[src/rtl/essbit_pkg.sv]
package essbit_pkg;
  typedef enum logic {
    ENC_PLAIN  = 1'b0,
    ENC_SIGNED = 1'b1
  } enc_mode_e;
endpackage

[src/rtl/essbit_trim_mask.sv]
module essbit_trim_mask #(
  parameter int DATA_W = 16,
  parameter int CNT_W  = $clog2(DATA_W + 1)
) (
  input  logic [DATA_W-1:0] din,
  input  logic [CNT_W-1:0]  trim_hi,
  input  logic [CNT_W-1:0]  trim_lo,
  output logic [DATA_W-1:0] dout
);
  logic [DATA_W-1:0] keep;

  for (genvar g = 0; g < DATA_W; g++) begin : g_keep
    assign keep[g] = (32'(g) >= 32'(trim_lo)) &&
                     (32'(g) + 32'(trim_hi) < 32'(DATA_W));
  end

  assign dout = din & keep;
endmodule

[src/rtl/essbit_recode.sv]
module essbit_recode
  import essbit_pkg::*;
#(
  parameter int DATA_W = 16,
  localparam int REM_W = DATA_W + 1
) (
  input  logic [DATA_W-1:0] val,
  input  enc_mode_e         mode,
  output logic [REM_W-1:0]  pos_bits,
  output logic [REM_W-1:0]  neg_bits
);
  logic [REM_W-1:0] v_ext, half, three_half, diff;

  assign v_ext      = {1'b0, val};
  assign half       = v_ext >> 1;
  assign three_half = v_ext + half;
  assign diff       = three_half ^ half;

  always_comb begin
    if (mode == ENC_SIGNED) begin
      pos_bits = three_half & diff;
      neg_bits = half & diff;
    end else begin
      pos_bits = v_ext;
      neg_bits = '0;
    end
  end
endmodule

[src/rtl/essbit_lod.sv]
module essbit_lod #(
  parameter int W = 17,
  localparam int IDX_W = $clog2(W)
) (
  input  logic [W-1:0]     vec,
  output logic [IDX_W-1:0] idx,
  output logic             found
);
  always_comb begin
    idx   = '0;
    found = 1'b0;
    for (int i = 0; i < W; i++) begin
      if (vec[i]) begin
        idx   = IDX_W'(i);
        found = 1'b1;
      end
    end
  end
endmodule

[src/rtl/essbit_offset_gen.sv]
module essbit_offset_gen
  import essbit_pkg::*;
#(
  parameter int DATA_W = 16,
  localparam int CNT_W = $clog2(DATA_W + 1),
  localparam int REM_W = DATA_W + 1,
  localparam int POS_W = $clog2(REM_W)
) (
  input  logic              clk,
  input  logic              rst,
  input  logic              in_valid,
  output logic              in_ready,
  input  logic [DATA_W-1:0] in_data,
  input  logic              in_signed,
  input  logic [CNT_W-1:0]  in_trim_hi,
  input  logic [CNT_W-1:0]  in_trim_lo,
  output logic              out_valid,
  input  logic              out_ready,
  output logic [POS_W-1:0]  out_pos,
  output logic              out_neg,
  output logic              out_last,
  output logic              out_null
);
  enc_mode_e         in_mode, mode_q;
  logic [DATA_W-1:0] masked;
  logic [REM_W-1:0]  load_p, load_n;
  logic [REM_W-1:0]  rem_p, rem_n, rem_any, top_oh, rem_after;
  logic [POS_W-1:0]  top_idx;
  logic              top_found, busy, step;

  assign in_mode = enc_mode_e'(in_signed);

  essbit_trim_mask #(.DATA_W(DATA_W), .CNT_W(CNT_W)) i_mask (
    .din(in_data), .trim_hi(in_trim_hi), .trim_lo(in_trim_lo), .dout(masked)
  );

  essbit_recode #(.DATA_W(DATA_W)) i_recode (
    .val(masked), .mode(in_mode), .pos_bits(load_p), .neg_bits(load_n)
  );

  assign rem_any = rem_p | rem_n;

  essbit_lod #(.W(REM_W)) i_lod (
    .vec(rem_any), .idx(top_idx), .found(top_found)
  );

  assign top_oh    = top_found ? (REM_W'(1) << top_idx) : '0;
  assign rem_after = rem_any & ~top_oh;
  assign step      = busy && (!out_valid || out_ready);
  assign in_ready  = !busy && !out_valid;

  always_ff @(posedge clk) begin
    if (rst) begin
      busy      <= 1'b0;
      mode_q    <= ENC_PLAIN;
      rem_p     <= '0;
      rem_n     <= '0;
      out_valid <= 1'b0;
      out_pos   <= '0;
      out_neg   <= 1'b0;
      out_last  <= 1'b0;
      out_null  <= 1'b0;
    end else begin
      if (in_valid && in_ready) begin
        busy   <= 1'b1;
        mode_q <= in_mode;
        rem_p  <= load_p;
        rem_n  <= load_n;
      end
      if (step) begin
        out_valid <= 1'b1;
        out_pos   <= top_found ? top_idx : '0;
        out_neg   <= |(rem_n & top_oh);
        out_last  <= (rem_after == '0);
        out_null  <= !top_found;
        rem_p     <= rem_p & ~top_oh;
        rem_n     <= rem_n & ~top_oh;
        if (rem_after == '0) busy <= 1'b0;
      end else if (out_valid && out_ready) begin
        out_valid <= 1'b0;
      end
    end
  end

  AST_HOLD_TERM: assert property (@(posedge clk) disable iff (rst)
    out_valid && !out_ready |=> out_valid && $stable(out_pos) &&
                                $stable(out_neg) && $stable(out_last))
    else $error("term changed under backpressure");

  AST_BUSY_AFTER_ACCEPT: assert property (@(posedge clk) disable iff (rst)
    in_valid && in_ready |=> !in_ready && !out_valid)
    else $error("accept did not close input");

  AST_READY_AFTER_LAST: assert property (@(posedge clk) disable iff (rst)
    out_valid && out_ready && out_last |=> in_ready)
    else $error("input not reopened after last term");

  AST_NULL_SHAPE: assert property (@(posedge clk) disable iff (rst)
    out_valid && out_null |-> out_last && out_pos == '0)
    else $error("null term malformed");

  AST_DESCENDING: assert property (@(posedge clk) disable iff (rst)
    out_valid && out_ready && !out_last |=> out_valid && out_pos < $past(out_pos))
    else $error("next term missing or not descending");

  AST_PLAIN_POSITIVE: assert property (@(posedge clk) disable iff (rst)
    out_valid && mode_q == ENC_PLAIN |-> !out_neg)
    else $error("negative term in plain mode");
endmodule

[config.mk]
export PLATFORM = sky130hd
export DESIGN_NAME = essbit_offset_gen
export DESIGN_NICKNAME = d
export VERILOG_FILES = /design/src/rtl/essbit_pkg.sv /design/src/rtl/essbit_trim_mask.sv /design/src/rtl/essbit_recode.sv /design/src/rtl/essbit_lod.sv /design/src/rtl/essbit_offset_gen.sv
export SDC_FILE = /design/constraint.sdc
export NUM_CORES = 1
export LEC_CHECK = 0
export ABC_AREA = 1
export CORE_MARGIN = 4
export CORE_UTILIZATION = 30
export DETAILED_ROUTE_END_ITERATION = 10
export SYNTH_ARGS = -nofsm -noshare
export SYNTH_HDL_FRONTEND = slang
export SYNTH_SLANG_ARGS = --single-unit
[constraint.sdc]
create_clock -name clk -period 3.1 [get_ports clk]
set_input_delay 0.31 -clock clk [delete_from_list [all_inputs] [get_ports clk]]
set_output_delay 0.31 -clock clk [all_outputs]
set_load 0.05 [all_outputs]
Word level (Yosys, flattened, before mapping)
Cells that the tools add are included.

operators by class
  $add $sub $neg = 16
  order comparisons = 32
  shift operators = 1
  muxes and demuxes = 46
  bitwise logic cells = 10
  reduce and logical (&&, ||, !) cells = 28

operators with widths
  kind                                                                           count
  32-bit by 5-bit less-than comparator with 1-bit output, second input constant  15
  17-bit 2-to-1 mux                                                              7
  17-bit bitwise AND                                                             5
  4-bit by 5-bit adder with 6-bit output, first input constant                   8
  4-bit by 5-bit >= comparator with 1-bit output, first input constant           8
  4-bit 2-to-1 mux                                                               8
  3-bit by 5-bit adder with 6-bit output, first input constant                   4
  1-bit 2-to-1 mux                                                               23
  3-bit by 5-bit >= comparator with 1-bit output, first input constant           4
  1-bit logical AND                                                              20
  16-bit by 15-bit adder with 17-bit output                                      1
  15-bit by 17-bit bitwise AND with 17-bit output                                1
  17-bit zero test                                                               1
  17-bit inverter                                                                1
  17-bit bitwise OR                                                              1
  17-bit OR reduction                                                            1
  1-bit by 5-bit left shift with 17-bit output, first input constant             1
  17-bit by 15-bit bitwise XOR with 17-bit output                                1
  16-bit bitwise AND                                                             1
  2-bit by 5-bit adder with 6-bit output, first input constant                   2
  3-bit 2-to-1 mux                                                               4
  1-bit by 5-bit >= comparator with 1-bit output, first input constant           2
  2-bit by 5-bit >= comparator with 1-bit output, first input constant           2
  5-bit 2-to-1 mux                                                               2
  6 further kinds                                                                10

word-level totals
  flip-flop bits (word level) = 44
  bits of input ports = 31
  output and inout port bits = 10

Depth between registers and ports, before layout
  depth after elaboration = 24
  gate-level depth with buffers = 25
  depth with buffers taken out = 25

Cells and area by module
From an unflattened synthesis, not the netlist that was laid out.

second synthesis, totals
  cells, all modules = 731
  area, all modules = 4063.9 um^2

modules (own cells, without submodules)
  module             times used  cells an instance  area each (um^2)  sequential area each (um^2)
  essbit_offset_gen  1           333                2157.1            880.8
  essbit_recode      1           271                1322.5            0.0
  essbit_trim_mask   1           77                 374.1             0.0
  essbit_lod         1           50                 210.2             0.0

Worst setup path before layout
No wires, ideal clock.

  path type = input-to-reg
  from = input port in_trim_lo[4]
  to = register rem_p[11]
  library setup time = 0.109 ns
  arrival = 2.740 ns
  data required time = 2.991 ns
  slack = 0.252 ns
  stages = 23
  path through = inv_2 -> nand2_4 -> nor2_4 -> inv_1 -> nor3_1 -> ha_1 -> a21oi_1 -> nor2_1 -> a211oi_1 -> nand2_1 -> nand2_1 -> nand2_2 -> nand2_2 -> nand2_2 -> nand3_2 -> nand2_1 -> xor2_1 -> nand3_1 -> o21ai_1 -> nand2_1 -> nand3_1 -> nand2_1 -> inv_1

between the ends
  word-level cells in the longest chain between the ends = 9
  elaborated cells between the ends (all ways) = 33
  classes of those cells = 1 x add/sub; 13 x order compare; 3 x mux; 3 x bitwise; 13 x reduce/logical

RTL lines
  what                                                                    RTL line                 source
  start, declared                                                         essbit_offset_gen.sv:16  input logic [CNT_W-1:0] in_trim_lo,
  1-bit by 5-bit >= comparator with 1-bit output (tied with other cells)  essbit_trim_mask.sv:13   assign keep[g] = (32'(g) >= 32'(trim_lo)) &&
  1-bit logical AND                                                       essbit_trim_mask.sv:13
  16-bit bitwise AND (*)                                                  essbit_trim_mask.sv:17   assign dout = din & keep;
  16-bit by 15-bit adder with 17-bit output                               essbit_recode.sv:16      assign three_half = v_ext + half;
  17-bit by 15-bit bitwise XOR with 17-bit output                         essbit_recode.sv:17      assign diff = three_half ^ half;
  17-bit bitwise AND                                                      essbit_recode.sv:21      pos_bits = three_half & diff;
  17-bit 2-to-1 mux (*)                                                   essbit_recode.sv:20      if (mode == ENC_SIGNED) begin
  17-bit 2-to-1 mux (*)                                                   essbit_offset_gen.sv:64  if (in_valid && in_ready) begin
  17-bit 2-to-1 mux (*)                                                   essbit_offset_gen.sv:70  if (step) begin
  end signal, assigned                                                    essbit_offset_gen.sv:67  rem_p <= load_p;
  end signal, assigned                                                    essbit_offset_gen.sv:76  rem_p <= rem_p & ~top_oh;
  end, declared                                                           essbit_offset_gen.sv:27  logic [REM_W-1:0] rem_p, rem_n, rem_any, top_oh, rem_after;

Mark *: on every way between the ends. The rest lies on a longest branch, timed or not. The select of a mux whose other input is x is not followed.
A chain may end at the register's enable or synchronous reset.

Worst setup path in the final report
  from = input port in_trim_hi[3]
  to = register rem_p[12]

between the ends
  word-level cells in the longest chain between the ends = 10
  elaborated cells between the ends (all ways) = 48
  classes of those cells = 14 x add/sub; 14 x order compare; 3 x mux; 3 x bitwise; 14 x reduce/logical

RTL lines
  what                                                            RTL line                 source
  start, declared                                                 essbit_offset_gen.sv:15  input logic [CNT_W-1:0] in_trim_hi,
  1-bit by 5-bit adder with 6-bit output (tied with other cells)  essbit_trim_mask.sv:14   (32'(g) + 32'(trim_hi) < 32'(DATA_W));
  32-bit by 5-bit less-than comparator with 1-bit output          essbit_trim_mask.sv:14
  1-bit logical AND                                               essbit_trim_mask.sv:13
  16-bit bitwise AND (*)                                          essbit_trim_mask.sv:17
  16-bit by 15-bit adder with 17-bit output                       essbit_recode.sv:16
  17-bit by 15-bit bitwise XOR with 17-bit output                 essbit_recode.sv:17
  17-bit bitwise AND                                              essbit_recode.sv:21
  17-bit 2-to-1 mux (*)                                           essbit_recode.sv:20
  17-bit 2-to-1 mux (*)                                           essbit_offset_gen.sv:64
  17-bit 2-to-1 mux (*)                                           essbit_offset_gen.sv:70

Marks and branches as above.

==> flow_metrics.tcl <==
set metrics [dict create \
    crit_arrival_ps 3120 \
    worst_pin_slew_ps 633 \
    core_region_area_um2 12200 \
    cts_tree "yes" \
    setup.worst_path.class "primary input to register" \
    instances_no_fill 887 \
    place_hpwl_um 10500 \
    synthSimpleGateAreaFrac_pct 36.1 \
    synthMuxAreaShare_pct 0 \
    portBuffers 40 \
    total_power_w 0.00218 \
    multi_input_area_um2 2570 \
    clkPwrFrac_pct 28.5 \
    firstDrtPassIters 5 \
    yosysTopAreaCell "dfxtp_1" \
    die_h_um 120 \
    slew_headroom_pct 57.7 \
    antenna_left 0 \
    min-delay-path-class "register to register" \
    synth_xor_area_share_pct 2.79 \
    hold_violations 0 \
    dieWidth_um 120 \
    power.internal_w 0.00130 \
    wire_per_inst_um 14.8 \
    grt_pass1_vias 4268 \
    placed_area_um2 4850 \
    slowest_stage "clkdlybuf4s50_1" \
    cts_buffers 5 \
    num_rows 40 \
    netlist_area_um2 3770 \
    switching_share_pct 40.3 \
    status "completed" \
    ff_latch_area_um2 881 \
    cts_buffer_depth 2 \
    htreeDepth 2 \
    grt_max_degree 42 \
    max_freq_mhz 341 \
    overflow 0 \
    power.switching_w 0.000877 \
    cp-start-kind "primary input" \
    final_area_um2 5160 \
    syn_to_final_growth_pct 36.9 \
    seq_area_frac_synth_pct 23.3 \
    synth_nets 656 \
    synth-compound-area-share_pct 21.0 \
    crit_required_ps 3290 \
    final_nets 765 \
    synth.area.top_cells "dfxtp_1 23%, nand2_1 10%, nand3_1 7.3%" \
    synth_top_family_by_area "simple AND/OR/NAND/NOR gates" \
    drive_above_1_share_pct 20.3 \
    clk_latency_ps 290 \
    p_leak_nw 2.45 \
    clk_pin_slew_ps 70 \
    antenna_found_initial 0 \
    avgSynthCellArea_um2 6.20 \
    p_seq_share_pct 31.2 \
    setup_tns_ps 0 \
    slowest_delay_ps 510 \
    cpMostUsedCell "nand2_1" \
    synth_top_area_share_pct 23.3 \
    root_buffer "clkbuf_16" \
    synth_fa_ha_area_share_pct 5.50 \
    drc_errors 0 \
    grtUsageTotal_pct 18.1 \
    ys_seq_elements 44 \
    crit_chain "clkdlybuf4s50_1 -> inv_1 -> nor2_1 -> nand2_1 -> nand3_2 -> inv_1 -> fa_1 -> a21oi_1 -> o21bai_1 -> nand2_1 -> nand2_2 -> nand2_1 -> a21oi_2 -> nand3_1 -> nand2_1 -> buf_4 -> xnor2_1 -> nor3_1 -> o21a_1" \
    grt_setup_unrepaired "true" \
    synth_edf_count 0 \
    ys_async_sr_fraction_pct 0 \
    place_congestion 0.987 \
    syn-instance-count 609 \
    setup_violations 0 \
    finalCriticalPeriod_ps 2930 \
    vias 4477 \
    antenna_cells 0 \
    p_comb_share_pct 40.3 \
    maxSlewViolCount 0 \
    synth-main-ff-cell "dfxtp_1" \
    yosys_warnings 0 \
    initial_core_util_pct 31.0 \
    max-vdd-ir-drop_v 0.000257 \
    grt_pass1_wl_um 21400 \
    path_max_fanout 4 \
    num_io_pins 41 \
    final.setup_skew_ps 13.6 \
    die-area_um2 14400 \
    finalCritPeriodShare_pct 94.6 \
    viasPerCell 5.05 \
    placedCellCount 874 \
    fillCellCount 1275 \
    wl_um 13100 \
    critPathCaptureType "register" \
    drt_iter0_drc 298 \
    cts_sinks 44 \
    cap_violations 0 \
    synth_cell_type_count 46 \
    power_density_nw_per_um2 421 \
]
-- timing repair --
| item | 4_1_cts | 5_1_grt |
|---|---|---|
| hold buffers | 0 | 0 |
| resized for setup | 0 | 27 |
| endpoints found under the setup margin | 0 | 16 |
| setup buffers | 0 | 5 |
-- final timing paths --
path | slack (ps) | from | end | cells past startpoint
setup / recovery | 170 | in_trim_hi[3] | rem_p[12]$_SDFFE_PP0P_ | 19
setup reg to reg | 350 | rem_p[15]$_SDFFE_PP0P_ | busy$_SDFF_PP0_ | 14
hold reg to reg | 460 | rem_n[15]$_SDFFE_PP0P_ | rem_n[15]$_SDFFE_PP0P_ | 2
hold / removal | 460 | rem_n[15]$_SDFFE_PP0P_ | rem_n[15]$_SDFFE_PP0P_ | 2
-- power groups by stage --
| stage | sequential (W) | clock (W) | combinational [W] |
|---|---|---|---|
| floorplan | 0.000716 | 0 | 0.000532 |
| global placement | 0.000688 | 0 | 0.000868 |
| detailed placement | 0.000689 | 0 | 0.000860 |
| CTS | 0.000677 | 0.000618 | 0.000863 |
| global route | 0.000686 | 0.000644 | 0.000973 |
| finish | 0.000679 | 0.000620 | 0.000877 |
-- per-layer routing --
layer | wire length, µm | vias up | part of all wire [%] | GRT usage, %
li1 | - | 2297 | - | -
met1 | 5800 | 2008 | 44 | 23.6
met2 | 6330 | 149 | 48 | 30.8
met3 | 666 | 23 | 5.1 | 2.54
met4 | 341 | 0 | 2.6 | 5.65
met5 | 0 | - | 0 | 0
-- worst max-delay path, delay by kind of cell --
kind | cells | cell delay, ps
compound gates | 4 | 530
xor+xnor | 1 | 260
fa+ha+maj | 1 | 400
buf+inv | 4 | 820
simple gates | 9 | 810
-- cell usage in the layout (no fill, tap or decap), types with 7 or more instances in the layout --
master / count
inv_1: 68
clkdlybuf4s50_1: 38
o21ai_0: 36
nor3_1: 10
a21oi_1: 46
o21ai_1: 9
xor2_1: 7
inv_2: 19
nand2_1: 101
nand4_1: 25
dfxtp_1: 44
ha_1: 12
buf_4: 80
nand2_2: 8
a31oi_1: 13
o211ai_1: 8
nand3_1: 55
a21oi_2: 7
nor2_1: 71
-- flip-flops by register name, indices dropped and copies added, names as in the netlist --
name,flops
out_pos,5
out_valid,1
out_last,1
rem_p,17
busy,1
rem_n,17
out_null,1
out_neg,1
-- per-stage QoR --
step	setup WS [ps]	hold slack, ps	utilization [%]
2_1_floorplan	252	389	-
3_3_place_gp	-219	450	39.9
3_5_place_dp	-276	450	39.9
4_1_cts	30.9	463	41.2
5_1_grt	-41.3	491	42.5
6_report	166	463	42.5
-- cells in the mapped netlist (5+ instances only) --
library cell  number
nand2_1          104
nor2_1            73
inv_1             72
nand3_1           55
a21oi_1           51
dfxtp_1           44
o21ai_0           37
nand4_1           25
ha_1              15
inv_2             15
a31oi_1           13
clkbuf_1          12
nor3_1            11
o21ai_1            9
o211ai_1           8
xor2_1             8
nand2_2            5
-- cell families after synthesis --
group,Yosys count
compound gates,139
xor+xnor,12
fa+ha+maj,16
buf+inv,105
flops,44
simple gates,293
-- cell type report --
| cell class | count | area share (%) |
|---|---|---|
| inverters | 87 | 6.32 |
| flip-flops and latches | 44 | 17.1 |
| clock buffers | 5 | 2.42 |
| multi-input cells | 460 | 49.8 |
| repair buffers | 120 | 19.5 |
| clock inverters | 3 | 0.824 |
| well taps | 168 | 4.07 |
No activity file was read; power rests on OpenSTA's default activity.
